[src/rtl/pin_irq_pkg.sv]
// Package: shared constants for the per-pin interrupt detector.
// Assumes callers use 3-bit trigger selectors and 4-bit destination masks.
package pin_irq_pkg;
    localparam int TRIG_W = 3;
    localparam int DEST_W = 4;

    localparam logic [TRIG_W-1:0] TRIG_OFF  = 3'd0;
    localparam logic [TRIG_W-1:0] TRIG_RISE = 3'd1;
    localparam logic [TRIG_W-1:0] TRIG_FALL = 3'd2;
    localparam logic [TRIG_W-1:0] TRIG_BOTH = 3'd3;
    localparam logic [TRIG_W-1:0] TRIG_LOW  = 3'd4;
    localparam logic [TRIG_W-1:0] TRIG_HIGH = 3'd5;

    localparam int DST_CPU1_IRQ = 0;
    localparam int DST_CPU1_NMI = 1;
    localparam int DST_CPU0_IRQ = 2;
    localparam int DST_CPU0_NMI = 3;
endpackage

[src/rtl/pin_trig_detect.sv]
// Module: one pin's trigger detector and sticky pending bit.
// Assumes level is already synchronized. Selectors 0, 6 and 7 detect nothing.
// A hit in the same clock as a clear leaves the bit set.
module pin_trig_detect
    import pin_irq_pkg::*;
(
    input  logic              clk,
    input  logic              rst_n,
    input  logic              level,
    input  logic [TRIG_W-1:0] trig,
    input  logic              clr,
    output logic              pend
);
    logic prev_q;
    logic hit;

    // Decode the selector into a trigger event for this clock.
    always_comb begin
        case (trig)
            TRIG_RISE: hit = level & ~prev_q;
            TRIG_FALL: hit = ~level & prev_q;
            TRIG_BOTH: hit = level ^ prev_q;
            TRIG_LOW:  hit = ~level;
            TRIG_HIGH: hit = level;
            default:   hit = 1'b0;
        endcase
    end

    // Remember the previous level for edge detection.
    always_ff @(posedge clk) begin
        if (!rst_n) prev_q <= 1'b0;
        else        prev_q <= level;
    end

    // Sticky pending bit: clear first, then a new hit sets it again.
    always_ff @(posedge clk) begin
        if (!rst_n) pend <= 1'b0;
        else        pend <= (pend & ~clr) | hit;
    end
endmodule

[src/rtl/irq_fanout.sv]
// Module: merges pending bits into four processor lines and a wake request.
// Assumes dest is packed DEST_W bits per pin and every output is combinational.
module irq_fanout
    import pin_irq_pkg::*;
#(
    parameter int NPINS = 40
) (
    input  logic [NPINS-1:0]        pend,
    input  logic [NPINS*DEST_W-1:0] dest,
    input  logic [NPINS-1:0]        wake_en,
    input  logic                    light_sleep,
    output logic [DEST_W-1:0]       lines,
    output logic                    wake_req
);
    genvar d, p;
    generate
        for (d = 0; d < DEST_W; d++) begin : g_dst
            logic [NPINS-1:0] col;
            for (p = 0; p < NPINS; p++) begin : g_pin
                assign col[p] = dest[p*DEST_W + d];
            end
            // OR of pending AND enable across every pin for this destination.
            assign lines[d] = |(pend & col);
        end
    endgenerate

    // Wake only in light sleep and only from a wake-enabled pending pin.
    assign wake_req = light_sleep & (|(pend & wake_en));
endmodule

[src/rtl/pad_drive_ctl.sv]
// Module: per-pin output-style stage, push-pull or open-drain.
// Assumes core data and enable come straight from the output path.
module pad_drive_ctl #(
    parameter int NPINS = 40
) (
    input  logic [NPINS-1:0] odrain,
    input  logic [NPINS-1:0] core_do,
    input  logic [NPINS-1:0] core_oe,
    output logic [NPINS-1:0] pad_do,
    output logic [NPINS-1:0] pad_oe
);
    // Open-drain only ever drives low and releases the pad on a 1.
    always_comb begin
        for (int i = 0; i < NPINS; i++) begin
            if (odrain[i]) begin
                pad_do[i] = 1'b0;
                pad_oe[i] = core_oe[i] & ~core_do[i];
            end else begin
                pad_do[i] = core_do[i];
                pad_oe[i] = core_oe[i];
            end
        end
    end
endmodule

[src/rtl/pin_irq_router.sv]
// Module: top of the per-pin interrupt detector.
// Assumes synchronized inputs and configuration held stable by software.
module pin_irq_router
    import pin_irq_pkg::*;
#(
    parameter int NPINS = 40
) (
    input  logic                    clk,
    input  logic                    rst_n,
    input  logic [NPINS-1:0]        pin_level,
    input  logic [NPINS*TRIG_W-1:0] cfg_trig,
    input  logic [NPINS*DEST_W-1:0] cfg_dest,
    input  logic [NPINS-1:0]        cfg_wake,
    input  logic [NPINS-1:0]        cfg_odrain,
    input  logic [NPINS-1:0]        clr_pend,
    input  logic                    light_sleep,
    input  logic [NPINS-1:0]        core_do,
    input  logic [NPINS-1:0]        core_oe,
    output logic [NPINS-1:0]        pend,
    output logic                    irq_cpu0,
    output logic                    nmi_cpu0,
    output logic                    irq_cpu1,
    output logic                    nmi_cpu1,
    output logic                    wake_req,
    output logic [NPINS-1:0]        pad_do,
    output logic [NPINS-1:0]        pad_oe
);
    logic [DEST_W-1:0] lines;

    genvar i;
    generate
        for (i = 0; i < NPINS; i++) begin : g_det
            pin_trig_detect u_det (
                .clk   (clk),
                .rst_n (rst_n),
                .level (pin_level[i]),
                .trig  (cfg_trig[i*TRIG_W +: TRIG_W]),
                .clr   (clr_pend[i]),
                .pend  (pend[i])
            );
        end
    endgenerate

    irq_fanout #(.NPINS(NPINS)) u_fan (
        .pend        (pend),
        .dest        (cfg_dest),
        .wake_en     (cfg_wake),
        .light_sleep (light_sleep),
        .lines       (lines),
        .wake_req    (wake_req)
    );

    assign irq_cpu1 = lines[DST_CPU1_IRQ];
    assign nmi_cpu1 = lines[DST_CPU1_NMI];
    assign irq_cpu0 = lines[DST_CPU0_IRQ];
    assign nmi_cpu0 = lines[DST_CPU0_NMI];

    pad_drive_ctl #(.NPINS(NPINS)) u_pad (
        .odrain  (cfg_odrain),
        .core_do (core_do),
        .core_oe (core_oe),
        .pad_do  (pad_do),
        .pad_oe  (pad_oe)
    );
endmodule

[config.mk]
export PLATFORM = sky130hd
export DESIGN_NAME = pin_irq_router
export DESIGN_NICKNAME = d
export VERILOG_FILES = /design/src/rtl/pin_irq_pkg.sv /design/src/rtl/pin_trig_detect.sv /design/src/rtl/irq_fanout.sv /design/src/rtl/pad_drive_ctl.sv /design/src/rtl/pin_irq_router.sv
export SDC_FILE = /design/constraint.sdc
export NUM_CORES = 1
export LEC_CHECK = 0
export ABC_AREA = 1
export BUFFER_PORTS_ARGS = -buffer_cell sky130_fd_sc_hd__buf_2
export CAP_MARGIN = 10
export CORE_AREA = 3 3 252 254
export DETAILED_ROUTE_END_ITERATION = 10
export DIE_AREA = 0 0 255 257
export GPL_TIMING_DRIVEN = 0
export MAX_ROUTING_LAYER = met4
export PLACE_DENSITY = 0.39
export SETUP_SLACK_MARGIN = 0.4
export SLEW_MARGIN = 20
export SYNTH_ARGS = -nofsm -noshare
export SYNTH_HDL_FRONTEND = slang
export SYNTH_HIERARCHICAL = 1
export SYNTH_SLANG_ARGS = --single-unit
[constraint.sdc]
create_clock -name clk -period 1 [get_ports clk]
set_input_delay 0 -clock clk [delete_from_list [all_inputs] [get_ports clk]]
set_output_delay 0 -clock clk [all_outputs]
set_load 0.05 [all_outputs]
==> flow_metrics.env, run 1 <==
export IMPL_setup_violations=13
export IMPL_critPathMostFrequentCell="nor2_4"
export IMPL_synth_distinct_cells=13
export IMPL_status="complete, but fails checks"
export IMPL_area_growth_pct=89.0
export IMPL_netlist_area_um2=8520
export IMPL_switching_power_mw=6.07
export IMPL_layout_commonest_cell="buf_2"
export IMPL_avgSynthCellArea_um2=5.27
export IMPL_core_area_um2=61500
export IMPL_cp_max_fo=6
export IMPL_clock_path_buffers=2
export IMPL_tightest_slew_ns=0.395
export IMPL_path_cells="nand2_1 > nand4_1 > nor2_4 > nand2_2 > nor2_4 > nor2_4 > buf_8"
export IMPL_critPathMaxStageDelay_ns=0.39
export IMPL_cts_sinks=80
export IMPL_ir_drop_uv=797
export IMPL_drc=0
export IMPL_max_freq_ghz=0.576
export IMPL_crit_path_end_kind="output port"
export IMPL_ant_nets=0
export IMPL_row_count=91
export IMPL_relSlewSlack_pct=73.6
export IMPL_routedWlPerCell_um=13.6
export IMPL_ys_seq_area_share_pct=18.8
export IMPL_grtUsageTotal_pct=12.7
export IMPL_hold_violations=38
export IMPL_vias_per_cell=3.75
export IMPL_vias=11900
export IMPL_pwr_share_comb_pct=47.2
export IMPL_drt_pass1_iterations=5
export IMPL_placed_cells=3055
export IMPL_grt_max_degree=45
export IMPL_syn_inst=1617
export IMPL_p_int_mw=8.10
export IMPL_start_util_pct=13.9
export IMPL_leakagePower_nw=9.11
export IMPL_synth_seq_cells=80
export IMPL_seqPwrFrac_pct=27.1
export IMPL_rsz0062_at_grt="true"
export IMPL_drt_iter0_markers=430
export IMPL_grt_overflow=0
export IMPL_maxCapViolCount=0
export IMPL_most_common_layout_cells="buf_2 (600), nand2_1 (519), inv_1 (383)"
export IMPL_io_pins=648
export IMPL_clk_latency_ns=0.37
export IMPL_final_setup_skew_ns=0.0106
export IMPL_startpoint_type="flip-flop"
export IMPL_crit_required_ns=1.00
export IMPL_antenna_found_initial=5
export IMPL_die_area_um2=65500
export IMPL_syn_nets=2220
export IMPL_cts_tree="done"
export IMPL_die_x_um=255
export IMPL_preCtsSetupSlack_ns=-0.963
export IMPL_hold_path_class="input port to flip-flop"
export IMPL_grt_pass1_vias=11700
export IMPL_violations="hold timing, setup timing"
export IMPL_stdcell_count=3159
export IMPL_cp_arrival_ns=1.74
export IMPL_layout_drive_gt1_share_pct=48.9
export IMPL_min_period_over_period_pct=174
export IMPL_wl_um=43000
export IMPL_setup_slack_ns=-0.737
export IMPL_period_needed_ns=1.74
export IMPL_cpMaxStageDelayCell="dfxtp_4"
export IMPL_slew_viol_final=0
export IMPL_switching_share_pct=42.8
export IMPL_htreeDepth=3
export IMPL_grt_pass1_wl_um=62000
export IMPL_die_h_um=257
export IMPL_critPathKind="flip-flop to output port"
export IMPL_finalWeightedCongestion=0.844
export IMPL_path_clk_slew_ns=0.07
export IMPL_hold_slack_ns=-0.102
export IMPL_powerDensity_nw_per_um2=880
export IMPL_portBuffers=647
export IMPL_dp_hpwl_um=35800
export IMPL_nets=2962
export IMPL_yosys_warnings=6
export IMPL_clkPwrFrac_pct=25.7
export IMPL_root_buffer="clkbuf_16"
export IMPL_cts_buffers=9
-- final cells by class --
cell class                 count  area [um^2]
antenna                        5         12.5
clock buffer                  11          233
clock inverter                 5         57.6
fill                        6970        45400
inverter                     446         1670
multi-input combinational   1091         6740
sequential                    80         1810
tap                          790          988
timing repair buffer         731         4580
-- layer usage --
metal	GRT usage (%)	up-vias	share of wire, %
li1	-	6189	-
met1	13.2	5298	39
met2	23.7	328	54
met3	2.28	44	5.3
met4	4.58	0	2.1
met5	-	-	0
-- synthesized netlist by cell type (all sizes together) --
library cell	count	area share (%)
a21oi	91	7.1
inv	446	20
nand3	96	5.7
or2	4	0.29
nand4	19	1.4
nand2	604	27
dfxtp	80	19
nor2	197	8.7
ha	80	12
-- worst paths after layout --
kind                                        startpoint              endpoint  slack, ns  cells past startpoint
worst min-delay path                     cfg_trig[118]  g_det[39].u_det/pend      -0.10                      4
worst max register to register  g_det[21].u_det/prev_q  g_det[21].u_det/pend       0.03                      6
worst max-delay path              g_det[22].u_det/pend              wake_req      -0.74                      7
worst min register to register    g_det[26].u_det/pend  g_det[26].u_det/pend       0.61                      4
-- sequential cells by signal, indices dropped and copies added, names as in the netlist --
name and flops:
g_det.u_det/pend 40, g_det.u_det/prev_q 40
-- timing repair --
item	CTS	global route
hold buffers	64	1
setup buffers	10	8
resized for setup	325	128
hold endpoints to repair	80	35
setup endpoints to repair	86	85
pin swaps	132	124
-- critical path, delay by kind of cell, from the launching register on --
| family | cells | cell delay (ns) |
|---|---|---|
| AND/OR/NAND/NOR | 6 | 0.84 |
| flip-flops | 1 | 0.39 |
| buffers and inverters | 1 | 0.14 |
-- metrics by stage --
step	setup TNS (ns)	utilization [%]	power, mW	instance area (um^2)
global route	-5.44	26.2	15.3	16100
finish	-3.78	26.2	14.2	16100
CTS	-4.79	25.4	14.3	15600
global placement	-71.57	21.5	9.22	13200
detailed placement	-6.05	21.5	9.29	13200
floorplan	-0.364	-	6.78	8980
-- power groups by stage --
stage / registers (mW) / logic (mW) / clock network [mW]
2_1_floorplan: 4.10 / 2.68 / 0
3_3_place_gp: 3.82 / 5.39 / 0
3_5_place_dp: 3.82 / 5.47 / 0
4_1_cts: 3.84 / 6.48 / 4.00
5_1_grt: 3.88 / 7.33 / 4.05
6_report: 3.83 / 6.69 / 3.64
-- logic make-up after synthesis --
family          after synthesis  share of synthesized area [%]
simple gates                920                           42.7
buf+inv                     446                           19.7
compound gates               91                           7.11
fa+ha+maj                    80                           11.8
flops                        80                           18.8
Power figures use the tool's default switching activity.
==> run 2: changes to the inputs <==
Settings changed: REMOVE_ABC_BUFFERS from default to 1.
==> run 2 against run 1 <==
  * The flow still finishes with violations (hold timing, setup timing)
  * Critical path depth shrank 1
  * Die area is the same
  * Final area shrank 2.1%
  * Wire length shrank 1.4%
  * Utilization shrank 0.55 points
  * Critical endpoint is now nmi_cpu1
  * Largest cell class unchanged
  * Highest routed layer unchanged
==> flow_metrics.env, run 2 (synthesis results as in run 1) <==
export IMPL_vias=11600
export IMPL_hold_buffers=63
export IMPL_hold_slack_ns=-0.113
export IMPL_die_x_um=255
export IMPL_clkPwrFrac_pct=26.7
export IMPL_hold_violations=39
export IMPL_antenna_found_initial=11
export IMPL_layout_commonest_cell="buf_2"
export IMPL_max_freq_ghz=0.559
export IMPL_largestRegisters="g_det.u_det/pend: 40 flops, g_det.u_det/prev_q: 40 flops"
export IMPL_start_util_pct=13.9
export IMPL_preCtsSetupSlack_ns=-1.03
export IMPL_dp_hpwl_um=35600
export IMPL_grt_pass1_wl_um=60700
export IMPL_root_buffer="clkbuf_16"
export IMPL_leakagePower_nw=9.03
export IMPL_final_setup_skew_ns=0.00657
export IMPL_nets=2964
export IMPL_ant_nets=0
export IMPL_drt_pass1_iterations=7
export IMPL_cp_arrival_ns=1.79
export IMPL_cp_max_fo=7
export IMPL_min_period_over_period_pct=179
export IMPL_worstHoldEndpoint="g_det[10].u_det/pend"
export IMPL_path_clk_slew_ns=0.07
export IMPL_finalWeightedCongestion=0.818
export IMPL_clock_path_buffers=2
export IMPL_violations="hold timing, setup timing"
export IMPL_die_h_um=257
export IMPL_whs_path_depth=4
export IMPL_io_pins=648
export IMPL_setup_slack_ns=-0.788
export IMPL_r2r_end="g_det[26].u_det/pend"
export IMPL_setup_violations=16
export IMPL_rsz0062_at_grt="true"
export IMPL_wl_um=42400
export IMPL_die_area_um2=65500
export IMPL_relSlewSlack_pct=74.5
export IMPL_grtUsageTotal_pct=12.6
export IMPL_placed_area_um2=12800
export IMPL_hold_path_class="input port to flip-flop"
export IMPL_drc=0
export IMPL_grt_max_degree=47
export IMPL_crit_required_ns=1.00
export IMPL_tightest_slew_ns=0.381
export IMPL_startpoint_type="flip-flop"
export IMPL_r2r_start="g_det[26].u_det/pend"
export IMPL_crit_path_end_kind="output port"
export IMPL_row_count=91
export IMPL_drt_iter0_markers=355
export IMPL_design_area_um2=15800
export IMPL_clk_latency_ns=0.37
export IMPL_maxCapViolCount=0
export IMPL_cts_buffers=9
export IMPL_htreeDepth=3
export IMPL_powerDensity_nw_per_um2=883
export IMPL_seqPwrFrac_pct=27.7
export IMPL_r2r_cells=6
export IMPL_pwr_share_comb_pct=45.6
export IMPL_p_int_mw=8.12
export IMPL_period_needed_ns=1.79
export IMPL_routedWlPerCell_um=13.4
export IMPL_switching_share_pct=41.6
export IMPL_area_growth_pct=85.0
export IMPL_cts_tree="done"
export IMPL_critPathKind="flip-flop to output port"
export IMPL_p_total_mw=13.9
export IMPL_grt_pass1_vias=11200
export IMPL_core_area_um2=61500
export IMPL_cts_sinks=80
export IMPL_vias_per_cell=3.67
export IMPL_status="complete, but fails checks"
export IMPL_reg2reg_slack_ns=0.02
export IMPL_portBuffers=647
export IMPL_layout_drive_gt1_share_pct=45.7
export IMPL_grt_overflow=0
export IMPL_most_common_layout_cells="buf_2 (597), nand2_1 (533), inv_1 (370)"
export IMPL_switching_power_mw=5.79
export IMPL_slew_viol_final=0
export IMPL_hp_start="cfg_trig[31]"
export IMPL_ir_drop_uv=699
run 2: area by class of cell:
type                    instances  area, um^2
diodes                          6        15.0
clock buffers                  12         256
clock inverters                 4        51.3
fillers                      7092       45700
inverters                     446        1680
multi-input cells            1091        6390
flip-flops and latches         80        1810
well taps                     790         988
repair buffers                733        4570
run 2: how the worst max path moves through the flow:
stage	from	end	cells after the start
6_report	g_det[27].u_det/pend	nmi_cpu1	6
3_5_place_dp	g_det[26].u_det/pend	wake_req	9
3_3_place_gp	g_det[16].u_det/pend	wake_req	9
4_1_cts	g_det[27].u_det/pend	nmi_cpu1	6
5_1_grt	g_det[26].u_det/pend	nmi_cpu1	6
2_1_floorplan	g_det[32].u_det/pend	wake_req	8
run 2: timing repair:
item / in CTS / in global routing
pin swaps: 130 / 162
buffers inserted: 14 / 8
resized for setup: 353 / 180
gates cloned: 0 / 0
setup endpoints to repair: 88 / 105
hold endpoints to repair: 80 / 36
run 2: through the flow:
stage	hold slack [ns]	setup TNS (ns)	utilization, %	std cells
2_1_floorplan	0.0935	-4.55	-	1617
3_3_place_gp	0.229	-71.84	20.7	3054
3_5_place_dp	0.228	-6.24	20.8	3055
4_1_cts	-0.141	-5.22	24.7	3148
5_1_grt	-0.119	-6.17	25.6	3161
6_report	-0.113	-4.31	25.6	3162
run 2: power by group through the flow:
| stage | combinational (mW) | clock, mW | sequential (mW) |
|---|---|---|---|
| floorplan | 2.52 | 0 | 4.10 |
| global placement | 5.23 | 0 | 3.88 |
| detailed placement | 5.22 | 0 | 3.88 |
| CTS | 6.09 | 4.06 | 3.88 |
| global route | 7.05 | 4.10 | 3.91 |
| finish | 6.34 | 3.71 | 3.85 |
run 2: worst max-delay path, cell delays in order (launching register included):
cell and delay (ns):
dfxtp_4 0.42, nand2_2 0.07, nand4_1 0.26, or2_0 0.30, nor2_1 0.09, nand3_1 0.08
buf_6 0.18
run 2: per-layer routing:
layer  global-route usage, %  wire length [um]  vias to the layer above
met4                    3.42               765                        0
met2                    23.2             22100                      355
met5                       -                 0                        -
met3                    2.39              2810                       34
li1                        -                 -                     6198
met1                    13.8             16800                     5007
==> run 3: changes to the inputs <==
Settings changed: TNS_END_PERCENT from default to 20.
==> run 3 against run 2 <==
  * The flow still finishes with violations (hold timing, setup timing)
  * Via count decreased by 0.56%
  * Critical path depth unchanged
  * Total power decreased by 1.3%
  * Sequential share of layout area increased by 0.20 points
  * Non-clock buffer count increased by 2
  * Count of clock-buffer cells in the layout unchanged
  * Global-route usage decreased by 0.16 points
  * Die area unchanged
  * Final cell count about the same
  * Combinational power decreased by 3%
  * Final area decreased by 2.3%
  * Hold slack improved by 0.013 ns
  * Critical endpoint unchanged
==> flow_metrics.env, run 3 (synthesis results as in run 1) <==
export IMPL_status="complete, but fails checks"
export IMPL_violations="hold timing, setup timing"
export IMPL_cts_tree="done"
export IMPL_critPathMaxStageDelay_ns=0.41
export IMPL_routedWlPerCell_um=13.3
export IMPL_path_cells="nand2_1 > nand4_1 > or2_0 > nor2_1 > nand3_1 > buf_6"
export IMPL_drt_iter0_markers=341
export IMPL_wl_um=42100
export IMPL_clk_latency_ns=0.37
export IMPL_cp_arrival_ns=1.83
export IMPL_worstHoldEndpoint="g_det[33].u_det/pend"
export IMPL_io_pins=648
export IMPL_grt_max_degree=47
export IMPL_antenna_found_initial=11
export IMPL_finalWeightedCongestion=0.818
export IMPL_grtUsageTotal_pct=12.5
export IMPL_switching_power_mw=5.68
export IMPL_nets=2966
export IMPL_layout_drive_gt1_share_pct=41.4
export IMPL_portBuffers=647
export IMPL_hp_start="cfg_trig[100]"
export IMPL_grt_pass1_wl_um=59900
export IMPL_clock_path_buffers=2
export IMPL_max_freq_ghz=0.546
export IMPL_largestRegisters="g_det.u_det/pend: 40 flops, g_det.u_det/prev_q: 40 flops"
export IMPL_area_growth_pct=80.8
export IMPL_die_x_um=255
export IMPL_cts_sinks=80
export IMPL_root_buffer="clkbuf_16"
export IMPL_seqPwrFrac_pct=28.0
export IMPL_layout_commonest_cell="buf_2"
export IMPL_tightest_slew_ns=0.365
export IMPL_hold_slack_ns=-0.0997
export IMPL_final_setup_skew_ns=0.00775
export IMPL_leakagePower_nw=9.11
export IMPL_startpoint_type="flip-flop"
export IMPL_cpMaxStageDelayCell="dfxtp_4"
export IMPL_die_h_um=257
export IMPL_whs_path_depth=4
export IMPL_min_period_over_period_pct=183
export IMPL_critPathKind="flip-flop to output port"
export IMPL_ir_drop_uv=691
export IMPL_switching_share_pct=41.3
export IMPL_grt_pass1_vias=11100
export IMPL_cp_max_fo=5
export IMPL_r2r_cells=6
export IMPL_grt_overflow=0
export IMPL_drt_pass1_iterations=7
export IMPL_pwr_share_comb_pct=45.0
export IMPL_vias_per_cell=3.64
export IMPL_final_util_pct=25.1
export IMPL_clkPwrFrac_pct=27.0
export IMPL_crit_required_ns=1.00
export IMPL_relSlewSlack_pct=75.7
export IMPL_hold_buffers=66
export IMPL_preCtsSetupSlack_ns=-1.03
export IMPL_most_common_layout_cells="buf_2 (597), nand2_1 (557), inv_1 (392)"
export IMPL_setup_violations=18
export IMPL_powerDensity_nw_per_um2=891
export IMPL_drc=0
export IMPL_row_count=91
export IMPL_dp_hpwl_um=35600
export IMPL_core_area_um2=61500
export IMPL_ant_nets=0
export IMPL_hold_violations=40
export IMPL_rsz0062_at_grt="true"
export IMPL_htreeDepth=3
export IMPL_maxCapViolCount=0
export IMPL_period_needed_ns=1.83
export IMPL_slew_viol_final=0
export IMPL_vias=11500
export IMPL_r2r_end="g_det[3].u_det/pend"
export IMPL_hold_path_class="input port to flip-flop"
export IMPL_start_util_pct=13.9
export IMPL_path_clk_slew_ns=0.07
export IMPL_p_int_mw=8.05
export IMPL_reg2reg_slack_ns=-0.01
export IMPL_die_area_um2=65500
export IMPL_setup_slack_ns=-0.831
export IMPL_cts_buffers=9
export IMPL_crit_path_end_kind="output port"
export IMPL_r2r_start="g_det[3].u_det/prev_q"
==> run 3: cell types whose count changed in the layout (fill, tap and decap cells not counted), moves of 13 or more <==
cell	delta
inv_2	-21
nand3_1	+13
nand2_2	-24
nand3_2	-13
ha_1	+26
ha_4	-16
inv_1	+22
nand2_1	+24
==> run 3: final cells by class <==
type | instances | area, um^2
Tap cell | 790 | 988
Fill cell | 7108 | 46100
Inverter | 446 | 1670
Sequential cell | 80 | 1800
Multi-Input combinational cell | 1091 | 6010
Antenna cell | 6 | 15.0
Clock inverter | 4 | 51.3
Timing Repair Buffer | 735 | 4610
Clock buffer | 12 | 256
==> run 3: per-layer routing <==
layer	vias to the layer above	global-route usage, %	routed length, um
met1	4929	13.6	16800
met2	358	22.8	21700
met5	-	-	0
met4	0	3.56	817
li1	6204	-	-
met3	38	2.40	2770
==> run 3: worst max-delay path by stage <==
stage,from,to,slack [ns],cells after the start
after floorplan,g_det[32].u_det/pend,wake_req,-0.72,8
after global placement,g_det[16].u_det/pend,wake_req,-1.03,9
after detailed placement,g_det[26].u_det/pend,wake_req,-1.03,9
after CTS,g_det[17].u_det/pend,wake_req,-0.90,9
after global routing,g_det[26].u_det/pend,nmi_cpu1,-0.92,6
final,g_det[26].u_det/pend,nmi_cpu1,-0.83,6
==> run 3: timing repair <==
item                                    4_1_cts  5_1_grt
hold endpoints to repair                     80       37
buffers inserted                             13        8
gates resized for setup                     297      136
pin swaps                                    84      103
endpoints found under the setup margin       88      106
==> run 3: stage by stage <==
step	instance area, um^2	setup TNS [ns]	std cells	total power [mW]
3_3_place_gp	12700	-71.84	3054	9.11
6_report	15400	-4.28	3164	13.7
2_1_floorplan	8520	-4.55	1617	6.62
4_1_cts	14800	-5.31	3150	13.9
3_5_place_dp	12800	-6.24	3055	9.10
5_1_grt	15400	-7.02	3163	14.9
==> run 3: critical path: cells and delay by family, from the launching register on <==
kind | cells | cell delay, ns
DFF | 1 | 0.41
and+or+nand+nor | 5 | 0.87
buffers and inverters | 1 | 0.18
==> run 3: power groups by stage <==
stage,Combinational [mW],Clock [mW],Sequential [mW]
after floorplan,2.52,0,4.10
after global placement,5.23,0,3.88
after detailed placement,5.22,0,3.88
after CTS,5.99,4.06,3.84
after global routing,6.89,4.10,3.90
final,6.18,3.70,3.84
